==> src/rtl/paw_pkg.sv <==
package paw_pkg;
  localparam int ENT_W = 4;
  localparam logic [1:0] KIND_GUEST   = 2'd0;
  localparam logic [1:0] KIND_TABLE   = 2'd1;
  localparam logic [1:0] KIND_RELEASE = 2'd2;
  localparam logic       CAUSE_CONFLICT = 1'b0;
  localparam logic       CAUSE_BADKIND  = 1'b1;
  localparam logic [ENT_W-1:0] ENT_FREE = 4'b0000;
  localparam logic [ENT_W-1:0] ENT_PRIV = 4'b1111;

  typedef enum logic [2:0] {
    ST_IDLE,
    ST_FETCH,
    ST_CHECK,
    ST_DRAIN,
    ST_REWIND,
    ST_UNDO,
    ST_RELEASE
  } walk_st_e;
endpackage

==> src/rtl/paw_eval.sv <==
module paw_eval
  import paw_pkg::*;
(
  input  logic [1:0]       kind_i,
  input  logic             remap_i,
  input  logic [ENT_W-1:0] old_i,
  input  logic             present_i,
  input  logic [1:0]       code_i,
  output logic             err_o,
  output logic             cause_o,
  output logic             we_o,
  output logic [ENT_W-1:0] wdata_o
);
  logic owned;
  assign owned = (old_i[3:2] != 2'b00);

  always_comb begin
    err_o   = 1'b0;
    cause_o = CAUSE_CONFLICT;
    we_o    = 1'b0;
    wdata_o = ENT_PRIV;
    unique case (kind_i)
      KIND_GUEST, KIND_TABLE: begin
        if (owned) begin
          err_o = 1'b1;
        end else begin
          we_o = 1'b1;
          if (kind_i == KIND_GUEST && present_i) wdata_o = {2'b11, code_i};
        end
      end
      KIND_RELEASE: begin
        // releases are deferred to the second pass of a remap
        if (!remap_i) begin
          err_o   = 1'b1;
          cause_o = CAUSE_BADKIND;
        end
      end
      default: begin
        err_o   = 1'b1;
        cause_o = CAUSE_BADKIND;
      end
    endcase
  end
endmodule

==> src/rtl/paw_ctrl.sv <==
module paw_ctrl
  import paw_pkg::*;
#(
  parameter int GPN_W = 20,
  parameter int MPN_W = 24,
  parameter int IDX_W = 12
) (
  input  logic             clk_i,
  input  logic             rst_ni,
  input  logic             cmd_valid_i,
  input  logic             cmd_remap_i,
  output logic             cmd_ready_o,
  input  logic             map_valid_i,
  output logic             map_ready_o,
  input  logic [GPN_W-1:0] map_gpn_i,
  input  logic [MPN_W-1:0] map_mpn_i,
  input  logic [1:0]       map_kind_i,
  input  logic             map_last_i,
  output logic             map_rewind_o,
  output logic [GPN_W-1:0] prot_gpn_o,
  input  logic             prot_present_i,
  input  logic [1:0]       prot_code_i,
  output logic             tbl_rd_o,
  output logic             tbl_we_o,
  output logic [MPN_W-1:0] tbl_addr_o,
  output logic [ENT_W-1:0] tbl_wdata_o,
  input  logic [ENT_W-1:0] tbl_rdata_i,
  output logic             fin_o,
  output logic             fin_err_o,
  output logic             fin_cause_o,
  output logic [IDX_W-1:0] fin_idx_o,
  output logic             fin_flush_o
);
  walk_st_e         st_q, st_d;
  logic             remap_q;
  logic [GPN_W-1:0] gpn_q;
  logic [MPN_W-1:0] mpn_q;
  logic [1:0]       kind_q;
  logic             last_q;
  logic [IDX_W-1:0] idx_q, err_idx_q;
  logic             failed_q, cause_q, wrote_q;

  logic             hs;
  logic             ev_err, ev_cause, ev_we;
  logic [ENT_W-1:0] ev_wdata;
  logic             undo_hit;

  paw_eval u_eval (
    .kind_i   (kind_q),
    .remap_i  (remap_q),
    .old_i    (tbl_rdata_i),
    .present_i(prot_present_i),
    .code_i   (prot_code_i),
    .err_o    (ev_err),
    .cause_o  (ev_cause),
    .we_o     (ev_we),
    .wdata_o  (ev_wdata)
  );

  assign cmd_ready_o  = (st_q == ST_IDLE);
  assign map_ready_o  = (st_q == ST_FETCH) || (st_q == ST_DRAIN) ||
                        (st_q == ST_UNDO)  || (st_q == ST_RELEASE);
  assign hs           = map_valid_i && map_ready_o;
  assign map_rewind_o = (st_q == ST_REWIND);
  assign prot_gpn_o   = gpn_q;
  assign tbl_rd_o     = (st_q == ST_FETCH) && hs;
  assign undo_hit     = (idx_q < err_idx_q) &&
                        ((map_kind_i == KIND_GUEST) || (map_kind_i == KIND_TABLE));

  always_comb begin
    tbl_we_o    = 1'b0;
    tbl_addr_o  = map_mpn_i;
    tbl_wdata_o = ENT_FREE;
    unique case (st_q)
      ST_CHECK: begin
        tbl_we_o    = ev_we && !ev_err;
        tbl_addr_o  = mpn_q;
        tbl_wdata_o = ev_wdata;
      end
      ST_UNDO:    tbl_we_o = hs && undo_hit;
      ST_RELEASE: tbl_we_o = hs && (map_kind_i == KIND_RELEASE);
      default: ;
    endcase
  end

  always_comb begin
    st_d  = st_q;
    fin_o = 1'b0;
    unique case (st_q)
      ST_IDLE:  if (cmd_valid_i) st_d = ST_FETCH;
      ST_FETCH: if (hs) st_d = ST_CHECK;
      ST_CHECK: begin
        if (ev_err) begin
          if (!last_q) st_d = ST_DRAIN;
          else if (idx_q == '0) begin
            st_d  = ST_IDLE;
            fin_o = 1'b1;
          end else st_d = ST_REWIND;
        end else if (last_q) begin
          if (remap_q) st_d = ST_REWIND;
          else begin
            st_d  = ST_IDLE;
            fin_o = 1'b1;
          end
        end else st_d = ST_FETCH;
      end
      ST_DRAIN: begin
        if (hs && map_last_i) begin
          if (err_idx_q == '0) begin
            st_d  = ST_IDLE;
            fin_o = 1'b1;
          end else st_d = ST_REWIND;
        end
      end
      ST_REWIND: st_d = failed_q ? ST_UNDO : ST_RELEASE;
      ST_UNDO, ST_RELEASE: begin
        if (hs && map_last_i) begin
          st_d  = ST_IDLE;
          fin_o = 1'b1;
        end
      end
      default: st_d = ST_IDLE;
    endcase
  end

  assign fin_err_o   = failed_q || ((st_q == ST_CHECK) && ev_err);
  assign fin_cause_o = ((st_q == ST_CHECK) && ev_err) ? ev_cause : cause_q;
  assign fin_idx_o   = ((st_q == ST_CHECK) && ev_err) ? idx_q : err_idx_q;
  assign fin_flush_o = wrote_q || tbl_we_o;

  always_ff @(posedge clk_i or negedge rst_ni) begin
    if (!rst_ni) begin
      st_q      <= ST_IDLE;
      remap_q   <= 1'b0;
      gpn_q     <= '0;
      mpn_q     <= '0;
      kind_q    <= KIND_GUEST;
      last_q    <= 1'b0;
      idx_q     <= '0;
      err_idx_q <= '0;
      failed_q  <= 1'b0;
      cause_q   <= CAUSE_CONFLICT;
      wrote_q   <= 1'b0;
    end else begin
      st_q <= st_d;
      if (tbl_we_o) wrote_q <= 1'b1;
      unique case (st_q)
        ST_IDLE: begin
          if (cmd_valid_i) begin
            remap_q   <= cmd_remap_i;
            idx_q     <= '0;
            err_idx_q <= '0;
            failed_q  <= 1'b0;
            wrote_q   <= 1'b0;
          end
        end
        ST_FETCH: begin
          if (hs) begin
            gpn_q  <= map_gpn_i;
            mpn_q  <= map_mpn_i;
            kind_q <= map_kind_i;
            last_q <= map_last_i;
          end
        end
        ST_CHECK: begin
          if (ev_err) begin
            failed_q  <= 1'b1;
            cause_q   <= ev_cause;
            err_idx_q <= idx_q;
          end else begin
            idx_q <= idx_q + 1'b1;
          end
        end
        ST_REWIND: idx_q <= '0;
        ST_UNDO:   if (hs) idx_q <= idx_q + 1'b1;
        default: ;
      endcase
    end
  end
endmodule

==> src/rtl/paw_status.sv <==
module paw_status #(
  parameter int IDX_W = 12
) (
  input  logic             clk_i,
  input  logic             rst_ni,
  input  logic             fin_i,
  input  logic             fin_err_i,
  input  logic             fin_cause_i,
  input  logic [IDX_W-1:0] fin_idx_i,
  input  logic             fin_flush_i,
  output logic             done_o,
  output logic             err_o,
  output logic             err_cause_o,
  output logic [IDX_W-1:0] err_idx_o,
  output logic             flush_o
);
  always_ff @(posedge clk_i or negedge rst_ni) begin
    if (!rst_ni) begin
      done_o      <= 1'b0;
      err_o       <= 1'b0;
      err_cause_o <= 1'b0;
      err_idx_o   <= '0;
      flush_o     <= 1'b0;
    end else begin
      done_o  <= fin_i;
      err_o   <= fin_i && fin_err_i;
      flush_o <= fin_i && fin_flush_i;
      if (fin_i) begin
        err_cause_o <= fin_cause_i;
        err_idx_o   <= fin_err_i ? fin_idx_i : '0;
      end
    end
  end
endmodule

==> src/rtl/page_assign_walker.sv <==
module page_assign_walker #(
  parameter int GPN_W = 20,
  parameter int MPN_W = 24,
  parameter int IDX_W = 12
) (
  input  logic             clk_i,
  input  logic             rst_ni,
  input  logic             cmd_valid_i,
  input  logic             cmd_remap_i,
  output logic             cmd_ready_o,
  input  logic             map_valid_i,
  output logic             map_ready_o,
  input  logic [GPN_W-1:0] map_gpn_i,
  input  logic [MPN_W-1:0] map_mpn_i,
  input  logic [1:0]       map_kind_i,
  input  logic             map_last_i,
  output logic             map_rewind_o,
  output logic [GPN_W-1:0] prot_gpn_o,
  input  logic             prot_present_i,
  input  logic [1:0]       prot_code_i,
  output logic             tbl_rd_o,
  output logic             tbl_we_o,
  output logic [MPN_W-1:0] tbl_addr_o,
  output logic [3:0]       tbl_wdata_o,
  input  logic [3:0]       tbl_rdata_i,
  output logic             done_o,
  output logic             err_o,
  output logic             err_cause_o,
  output logic [IDX_W-1:0] err_idx_o,
  output logic             flush_o
);
  logic             fin, fin_err, fin_cause, fin_flush;
  logic [IDX_W-1:0] fin_idx;

  paw_ctrl #(.GPN_W(GPN_W), .MPN_W(MPN_W), .IDX_W(IDX_W)) u_ctrl (
    .clk_i         (clk_i),
    .rst_ni        (rst_ni),
    .cmd_valid_i   (cmd_valid_i),
    .cmd_remap_i   (cmd_remap_i),
    .cmd_ready_o   (cmd_ready_o),
    .map_valid_i   (map_valid_i),
    .map_ready_o   (map_ready_o),
    .map_gpn_i     (map_gpn_i),
    .map_mpn_i     (map_mpn_i),
    .map_kind_i    (map_kind_i),
    .map_last_i    (map_last_i),
    .map_rewind_o  (map_rewind_o),
    .prot_gpn_o    (prot_gpn_o),
    .prot_present_i(prot_present_i),
    .prot_code_i   (prot_code_i),
    .tbl_rd_o      (tbl_rd_o),
    .tbl_we_o      (tbl_we_o),
    .tbl_addr_o    (tbl_addr_o),
    .tbl_wdata_o   (tbl_wdata_o),
    .tbl_rdata_i   (tbl_rdata_i),
    .fin_o         (fin),
    .fin_err_o     (fin_err),
    .fin_cause_o   (fin_cause),
    .fin_idx_o     (fin_idx),
    .fin_flush_o   (fin_flush)
  );

  paw_status #(.IDX_W(IDX_W)) u_status (
    .clk_i      (clk_i),
    .rst_ni     (rst_ni),
    .fin_i      (fin),
    .fin_err_i  (fin_err),
    .fin_cause_i(fin_cause),
    .fin_idx_i  (fin_idx),
    .fin_flush_i(fin_flush),
    .done_o     (done_o),
    .err_o      (err_o),
    .err_cause_o(err_cause_o),
    .err_idx_o  (err_idx_o),
    .flush_o    (flush_o)
  );
endmodule

==> config.mk <==
export PLATFORM = sky130hd
export DESIGN_NAME = page_assign_walker
export DESIGN_NICKNAME = d
export VERILOG_FILES = /design/src/rtl/paw_pkg.sv /design/src/rtl/paw_eval.sv /design/src/rtl/paw_ctrl.sv /design/src/rtl/paw_status.sv /design/src/rtl/page_assign_walker.sv
export SDC_FILE = /design/constraint.sdc
export NUM_CORES = 1
export LEC_CHECK = 0
export ABC_AREA = 1
export CORE_MARGIN = 4
export CORE_UTILIZATION = 53
export DETAILED_ROUTE_END_ITERATION = 16
export GPL_TIMING_DRIVEN = 0
export PLACE_DENSITY_LB_ADDON = 0.2
export SYNTH_ARGS = -nofsm -noshare
export SYNTH_HDL_FRONTEND = slang
export SYNTH_SLANG_ARGS = --single-unit
export TNS_END_PERCENT = 1
==> constraint.sdc <==
create_clock -name clk_i -period 3.3 [get_ports clk_i]
set_clock_uncertainty 0.1 [all_clocks]
set_input_delay 0.825 -clock clk_i [delete_from_list [all_inputs] [get_ports clk_i]]
set_output_delay 0.825 -clock clk_i [all_outputs]
set_load 0.1 [all_outputs]
# --- After elaboration in Yosys (flattened, before gate mapping) ---
# Index checks and enable logic that the tools add are counted.
word_totals:
  reg_bits: 94
  word_cells: 116
op_classes:
  add_sub_neg: 1
  order_cmp: 1
  eq_ne: 17
  mux: 47
  reduce_logical: 34
op_table:
  columns: ["op", "count"]
  rows:
  - ["$mux 12", 6]
  - ["$pmux 12 s4", 1]
  - ["$mux 3", 10]
  - ["$logic_not 12->1", 2]
  - ["$mux 24", 1]
  - ["$pmux 12 s2", 1]
  - ["$pmux 3 s6", 1]
  - ["$mux 1", 17]
  - ["$add 12x1->12 const B", 1]
  - ["$lt 12x12->1", 1]
  - ["$logic_and 1x1->1", 11]
  - ["$eq 3x3->1 const B", 3]
  - ["$mux 2", 4]
  - ["$ne 2x1->1 const B", 4]
  - ["$reduce_and 4->1", 2]
  - ["$eq 3x2->1 const B", 2]
  - ["$logic_or 1x1->1", 6]
  - ["$ne 2x2->1 const B", 3]
  - ["$pmux 1 s2", 3]
  - ["$pmux 1 s3", 2]
  - ["$reduce_and 2->1", 3]
  - ["$eq 2x1->1 const B", 2]
  - ["$eq 2x2->1 const B", 2]
  - ["$logic_not 2->1", 2]
  - ["other kinds (8)", 10]

# --- Logic depth before layout (Yosys ltp) ---
# Gate-level depths: netlist of run 1.
logic_depth:
  word_depth: 10
  ltp_mapped: 15

# --- Cells and area by module ---
# From an unflattened synthesis of run 1, not the netlist that was laid out.
hier_totals:
  cells_unflattened: 605
  area_unflattened_um2: 4810.9
by_module_without_submodules:
  columns: ["mod", "n_inst", "cells_each", "area_per_inst_um2", "seq_area_each_um2"]
  rows:
  - ["paw_ctrl", 1, 524, 4076.4, 1951.9]
  - ["paw_status", 1, 64, 645.6, 400.4]
  - ["paw_eval", 1, 17, 88.8, 0.0]

# --- Worst setup path after synthesis of run 1 ---
# OpenSTA, ideal clock, no wires.
synth_path:
  kind: "register to output"
  start: "register u_ctrl.st_q[2]"
  end: "output port tbl_addr_o[14]"
  arrival_time_ns: 3.664
  required_time_ns: 2.375
  path_slack_ns: -1.289
  path_stages_with_launch: 6
  path_buffers: 1
  cell_sequence: "dfrtp_1 -> inv_2 -> nand3_4 -> inv_2 -> clkbuf_1 -> o21ai_0"
synth_via:
  elab_chain_len: 2
synth_rtl:
  columns: ["element", "line_no", "rtl"]
  rows:
  - ["from (decl)", "paw_ctrl.sv:34", "walk_st_e st_q, st_d;"]
  - ["from (signal assigned)", "paw_ctrl.sv:145", "st_q <= st_d;"]
  - ["$eq 3x2->1", "paw_ctrl.sv:74", "unique case (st_q)"]
  - ["$mux 24", "paw_ctrl.sv:74", null]
  - ["to (decl)", "page_assign_walker.sv:23", "output logic [MPN_W-1:0] tbl_addr_o,"]
# No other way between the ends.

# --- Worst setup path in the final report of run 1 ---
layout_path:
  start: "register u_ctrl.st_q[2]"
  end: "output port tbl_addr_o[0]"
# Same word-level chain as after synthesis.

==> results.txt, run 1 <==
----------------------------------------------------
[Worst setup path]
  Arr. time, crit path ... 2.59 ns
  Crit start category ... flip-flop
  Startpoint of the most critical register-to-register path ... u_ctrl.idx_q[0]
  Critical Path Fanout Max ... 10
  Number of cell instances on the worst register-to-register path ... 11
  Termination of the worst setup path ... tbl_addr_o[0]
  Internal reg-to-reg setup slack ... about 1.2 ns
  Worst setup path startpoint ... u_ctrl.st_q[2]
  Required time at the endpoint of the critical path ... ~2.4 ns
  Endpoint of the most critical register-to-register path ... u_status.err_idx_o[3]
  Kind of critical path ... flip-flop to output pin
  Crit end category ... output pin

[Routing]
  Number of design-rule violations left by the first detailed-router iteration ... 392
  Router iterations before antenna repair ... 5
  Remaining number of nets flagged by the antenna check after routing ... 0
  Aggregate routed wire length ... between 10000 and 15000 um
  Detailed-route via count ... 4506
  Number of DRC violations after detailed routing ... 0
  Post-detailed-route wirelength per cell ... ~15 um
  Via density per instance ... 5.33

[Layout]
  Sequential cell area ... between 2000 and 2500 um2
  Area of the multi-input gates ... 2030 um2
  Antenna diode instance count ... 0
  Fill cell total of the finished layout ... just under 700
  Final std cells w/o fill ... between 800 and 900
  Count of nets after finishing ... approximately 800
  Share of post-route cells with drive strength above 1 ... 12.6%
  Layout overhead on the synthesized area ... 32.1%
  Commonest cells after routing, fill and taps aside ... sky130_fd_sc_hd__nand2_1, sky130_fd_sc_hd__dfrtp_1, sky130_fd_sc_hd__clkdlybuf4s50_1
  Commonest non-fill, non-tap cell in the layout ... sky130_fd_sc_hd__nand2_1

[Yosys]
  Post-synth net total ... approximately 670
  Number of synthesized register bits ... 94
  Per-instance average area after synthesis ... slightly above 8 um2
  Top cells by area in the synthesized netlist ... sky130_fd_sc_hd__dfrtp_1, sky130_fd_sc_hd__nand2_1, sky130_fd_sc_hd__inv_1
  Count of mapped cells out of synthesis ... 595
  Fraction of synthesized cell area taken by the top area cell type ... between 40% and 50%
  Fraction of the yosys area taken by sequential cells ... ~50%
  Synth cell types ... 35
  Warnings from Yosys ... 0
  Cell area after synthesis ... approximately 4800 um2
  Most area-hungry cell type in the Yosys netlist ... sky130_fd_sc_hd__dfrtp_1

[Floorplanning]
  Vertical die dimension ... ~100 um
  Initial Util ... a little over half
  Cell Rows ... 34
  Chip width ... 103 um
  Core area ... between 8000 and 9000 um2
  Full die area ... roughly 11000 um2
  Number of top-level design ports ... 128

[Timing]
  Period minus WS final ... between 3 and 4 ns
  Final clock period utilization by the worst path ... 106%
  Number of hold violations in the final report ... 0
  Worst Tran Pin Value ... 1.00 ns
  Final worst-path setup slack ... -0.214 ns
  Max-slew violation count ... 0
  Worst slew slack as a fraction of its limit ... between 30 and 40%
  Finish-stage setup viols ... 4
  F_max ... between 200 and 300 MHz
  Setup repair after global routing missed its margin ... true

[Run status]
  Violated checks ... negative setup slack
  Run status ... finished, violations left

[Clock network]
  Bufs on Longest Clock Path ... 2
  Clock latency at the later pin of the worst-skew pair ... approximately 0.36 ns
  Clock input transition at the sequential cells of the worst setup and hold paths ... approximately 0.090 ns
  Clock Sinks ... 94
  CTS Buf Count ... 9
  # Post-CTS Setup Buffers ... 0
  CTS tree ... done
  Clock tree root buffer cell ... sky130_fd_sc_hd__clkbuf_8
  H-tree levels ... 3

[GRT]
  Antenna violations before repair ... 0
  Most used routing layer ... met2
  Total overflow reported by the global router ... 0
  Vias in the first global route ... between 4k and 5k
  Largest net degree at the start of global routing ... 49
  GR Util All Layers ... between 20 and 25%
  Met2 Usage GRT ... about two fifths
  Global-route wire length before repair ... 20800 um
  Met3 Use GR ... around 4.8%
  Met1 capacity usage during global routing ... between 30% and 40%

[Placed design]
  Detailed placer's ending HPWL ... between 9000 and 10000 um
  Count of input and output buffers ... 125
  Count of placed standard cells including taps ... 829
  Setup slack at placement ... -0.814 ns
  Last weighted congestion value of the routability-driven placer ... about 0.86

[Min path]
  Hold Crit Class ... input port to asynchronous set/reset pin

[Job]
  MaxCap Viol Count ... 0

----------------------------------------------------
-- through the flow --
step	utilization, %	setup TNS, ns	hold WS, ns	instance area, um2
floorplan	-	-14.90	0.359	4780
global placement	70.4	-209.17	0.354	6170
detailed placement	70.7	-9.32	0.358	6200
CTS	71.9	-1.93	0.383	6300
global route	72.1	-1.86	0.413	6320
finish	72.1	-0.780	0.362	6320
-- worst min-delay path by stage --
stage	start	end	cells past startpoint
6_report	rst_ni	u_ctrl.idx_q[2]	1
4_1_cts	u_ctrl.prot_gpn_o[9]	u_ctrl.prot_gpn_o[9]	2
5_1_grt	u_ctrl.prot_gpn_o[16]	u_ctrl.prot_gpn_o[16]	2
3_3_place_gp	u_ctrl.prot_gpn_o[12]	u_ctrl.prot_gpn_o[12]	2
2_1_floorplan	u_ctrl.mpn_q[0]	u_ctrl.mpn_q[0]	2
3_5_place_dp	u_ctrl.prot_gpn_o[9]	u_ctrl.prot_gpn_o[9]	2
-- cell families after synthesis --
family | count (synthesis) | share of synthesized area [%]
compound gates | 108 | 12.6
mux | 2 | 0.445
simple gates | 280 | 25.7
flops | 94 | 49.2
xor+xnor | 1 | 0.183
buf+inv | 97 | 8.50
fa+ha+maj | 13 | 3.40
-- flip-flops by register name, indices dropped and copies added (netlist names), 2 cells and up --
signal,flops
u_ctrl.st_q,3
u_ctrl.prot_gpn_o,20
u_ctrl.mpn_q,24
u_status.err_idx_o,12
u_ctrl.kind_q,2
u_ctrl.idx_q,12
u_ctrl.err_idx_q,12
-- synth_stat cells, drive strengths merged --
cell	n
ha	13
mux2	1
buf	18
nand3	34
clkbuf	7
inv	72
a311oi	1
a211oi	13
o21ai	61
nand2	185
nand4	7
nor4	5
a21oi	18
nor2	40
mux2i	1
o22ai	13
nor3b	1
nor3	8
dfrtp	94
xor2	1
a31oi	2
-- cell type report --
class / count / area share (%)
multi-input combinational: 404 / 32.0
timing repair buffer: 126 / 19.3
buffer: 25 / 2.08
tap: 108 / 2.14
clock inverter: 6 / 0.732
inverter: 72 / 4.35
sequential: 94 / 37.2
clock buffer: 10 / 2.18
-- layer usage --
layer,vias up,part of all wire (%),routed length (um)
li1,2206,-,-
met1,2125,41,5210
met2,158,51,6400
met3,17,6.5,817
met4,0,1.3,166
met5,-,0,0
-- worst max-delay path, stage by stage, from the launching register on --
cell,delay (ns)
sky130_fd_sc_hd__dfrtp_1,0.48
sky130_fd_sc_hd__inv_2,0.12
sky130_fd_sc_hd__nand3_4,0.15
sky130_fd_sc_hd__inv_2,0.21
sky130_fd_sc_hd__buf_2,0.26
sky130_fd_sc_hd__nand2_1,0.06
sky130_fd_sc_hd__o21ai_0,0.08
sky130_fd_sc_hd__clkdlybuf4s15_1,0.87
-- timing repair --
| action | in CTS | in global routing |
|---|---|---|
| hold buffers | 0 | 0 |
| resized for setup | 128 | 38 |
| cloned | 0 | 0 |
| endpoints found under the setup margin | 33 | 28 |
Power of run 1 is not shown: default switching activity piles up to over one toggle a cycle in this logic, so the estimate is an artifact.
==> inputs of run 2 (changes only) <==
--- a/config.mk
+++ b/config.mk
@@ -10,7 +10,8 @@
 export CORE_UTILIZATION = 53
 export DETAILED_ROUTE_END_ITERATION = 16
 export GPL_TIMING_DRIVEN = 0
-export PLACE_DENSITY_LB_ADDON = 0.2
+export PLACE_DENSITY = 0.91
+export SETUP_SLACK_MARGIN = 0.2
 export SYNTH_ARGS = -nofsm -noshare
 export SYNTH_HDL_FRONTEND = slang
 export SYNTH_SLANG_ARGS = --single-unit
==> run 2 against run 1 <==
Against the previous run:
- the run now ends clean
- highest routed layer unchanged
- global-route usage up 0.57 points
- worst hold slack about the same
- register-to-register slack worse by 0.04 ns
- count of clock-buffer cells in the layout down 1
- via count up 3.5%
- final area up 0.61%
- non-clock buffer count up 2
- cell count up 0.24%
- maximum frequency up 14%
- critical endpoint is now tbl_wdata_o[1]
- worst setup slack better by 0.42 ns
- largest cell class unchanged
==> results.txt, run 2 (same netlist as run 1, synthesis figures left out) <==
----------------------------------------------------
[Worst setup path]
  Startpoint of the most critical register-to-register path ... u_ctrl.idx_q[0]
  Internal reg-to-reg setup slack ... 1.20 ns (-0.04 ns)
  Crit start category ... input port
  Critical Path Fanout Max ... 4 (-6)
  Kind of critical path ... input port to output pin
  Crit end category ... output pin
  Number of cell instances on the worst register-to-register path ... 11 (unchanged)
  Termination of the worst setup path ... tbl_wdata_o[1]
  Arr. time, crit path ... 2.17 ns (-0.42 ns)
  Worst setup path startpoint ... tbl_rdata_i[2]
  Endpoint of the most critical register-to-register path ... u_status.err_cause_o
  Required time at the endpoint of the critical path ... 2.37 ns (about the same)

[Floorplanning]
  Cell Rows ... 34 (unchanged)
  Number of top-level design ports ... 128 (unchanged)
  Core area ... 8760 um2 (unchanged)
  Full die area ... 10600 um2 (unchanged)
  Initial Util ... 54.6% (unchanged)
  Vertical die dimension ... 103 um (unchanged)
  Chip width ... 103 um (unchanged)

[Timing]
  Worst Hold Slack ... 0.361 ns (-0.000394 ns)
  Setup repair after global routing missed its margin ... true
  Period minus WS final ... 3.09 ns (-0.420 ns)
  Finish-stage setup viols ... 0 (-4)
  Max-slew violation count ... 0 (unchanged)
  Worst Tran Pin Value ... 1.02 ns (+0.0209 ns)
  Worst slew slack as a fraction of its limit ... 31.5% (-1.4 points)
  Number of hold violations in the final report ... 0 (unchanged)
  Setup TNS ... 0 ns (+0.780 ns)
  Final clock period utilization by the worst path ... 93.8% (-13 points)
  F_max ... 323 MHz (+14%)

[Routing]
  Remaining number of nets flagged by the antenna check after routing ... 0 (unchanged)
  Post-detailed-route wirelength per cell ... 15.4 um (+3.0%)
  Number of DRC violations after detailed routing ... 0 (unchanged)
  Via density per instance ... 5.51 (+3.3%)
  Router iterations before antenna repair ... 5 (unchanged)
  Detailed-route via count ... 4664 (+3.5%)
  Number of design-rule violations left by the first detailed-router iteration ... 308 (-21%)
  Aggregate routed wire length ... 13000 um (+3.3%)

[Clock network]
  Clock Sinks ... 94 (unchanged)
  Clock tree root buffer cell ... sky130_fd_sc_hd__clkbuf_8
  CTS Buf Count ... 9 (unchanged)
  CTS tree ... done
  Clock input transition at the sequential cells of the worst setup and hold paths ... 0.10 ns (about the same)
  Post-CTS Hold Fix Bufs ... 0 (unchanged)
  Bufs on Longest Clock Path ... 2 (unchanged)
  Clock latency at the later pin of the worst-skew pair ... 0.36 ns (about the same)
  H-tree levels ... 3 (unchanged)

[Job]
  MaxCap Viol Count ... 0 (unchanged)

[Layout]
  Share of post-route cells with drive strength above 1 ... 14.3% (+1.7 points)
  Reg with most FFs ... u_ctrl.mpn_q
  Final std cells w/o fill ... 847 (+0.24%)
  Commonest non-fill, non-tap cell in the layout ... sky130_fd_sc_hd__nand2_1
  Layout overhead on the synthesized area ... 32.9%
  Fill cell total of the finished layout ... 634 (-8.1%)
  Commonest cells after routing, fill and taps aside ... sky130_fd_sc_hd__nand2_1, sky130_fd_sc_hd__dfrtp_1, sky130_fd_sc_hd__clkdlybuf4s50_1
  Count of nets after finishing ... 806 (+0.25%)
  Antenna diode instance count ... 0 (unchanged)
  Largest register FFs ... 24 (unchanged)

[GRT]
  GR Util All Layers ... 25.1% (+0.57 points)
  Vias in the first global route ... 4664 (+5.6%)
  Global-route wire length before repair ... 21200 um (+1.8%)
  Total overflow reported by the global router ... 0 (unchanged)
  Largest net degree at the start of global routing ... 50 (+2.0%)
  Antenna violations before repair ... 0 (unchanged)

[Placed design]
  Detailed placer's ending HPWL ... 10100 um (+4.9%)
  Count of input and output buffers ... 125 (unchanged)
  Last weighted congestion value of the routability-driven placer ... 0.993 (+16%)
  Count of placed standard cells including taps ... 829 (unchanged)

[Min path]
  Hold Crit Class ... input port to asynchronous set/reset pin

[Run status]
  Run status ... completed

----------------------------------------------------
[run 2: worst min path at each step]
stage | start | to | slack [ns] | depth (start not counted)
3_3_place_gp | u_ctrl.prot_gpn_o[2] | u_ctrl.prot_gpn_o[2] | 0.35 | 2
4_1_cts | rst_ni | u_ctrl.prot_gpn_o[4] | 0.38 | 1
6_report | rst_ni | u_ctrl.st_q[0] | 0.36 | 1
3_5_place_dp | u_ctrl.prot_gpn_o[19] | u_ctrl.prot_gpn_o[19] | 0.36 | 2
5_1_grt | rst_ni | u_ctrl.st_q[1] | 0.42 | 1
2_1_floorplan | u_ctrl.mpn_q[0] | u_ctrl.mpn_q[0] | 0.36 | 2
[run 2: cell type report]
| cell class | instances | area [um2] | share of cell area, % |
|---|---|---|---|
| Sequential cell | 94 | 2350 | 37.0 |
| Buffer | 25 | 139 | 2.18 |
| Timing Repair Buffer | 128 | 1220 | 19.2 |
| Tap cell | 108 | 135 | 2.12 |
| Clock buffer | 9 | 124 | 1.95 |
| Inverter | 72 | 275 | 4.33 |
| Multi-Input combinational cell | 404 | 2040 | 32.0 |
| Clock inverter | 7 | 77.6 | 1.22 |
[run 2: routing by layer]
layer | up-vias | part of all wire (%) | global-route usage (%)
li1 | 2210 | - | -
met1 | 2241 | 40 | 32.7
met2 | 191 | 50 | 42.6
met3 | 22 | 7.3 | 4.53
met4 | 0 | 1.9 | 8.07
met5 | - | 0 | 0
[run 2: worst max-delay path: stages]
cell and delay, ns:
sky130_fd_sc_hd__clkdlybuf4s50_1 0.47, sky130_fd_sc_hd__nor2_2 0.05, sky130_fd_sc_hd__nand2_2 0.10, sky130_fd_sc_hd__nor2_1 0.05
sky130_fd_sc_hd__a21oi_1 0.11, sky130_fd_sc_hd__clkdlybuf4s18_2 0.56
[run 2: what timing repair did]
item / in CTS / in global routing
buffers inserted: 0 / 2
gates cloned: 0 / 0
gates resized for setup: 177 / 10
endpoints found under the setup margin: 33 / 23
pin swaps: 0 / 1
[run 2: through the flow]
step	cell area (um2)	util, %	worst slack [ns]
3_3_place_gp	6180	70.5	-2.02
5_1_grt	6360	72.6	0.110
2_1_floorplan	4790	-	-0.314
3_5_place_dp	6200	70.8	-0.867
6_report	6360	72.6	0.205
4_1_cts	6320	72.1	0.0924
Power of run 2 is left out for the same reason.
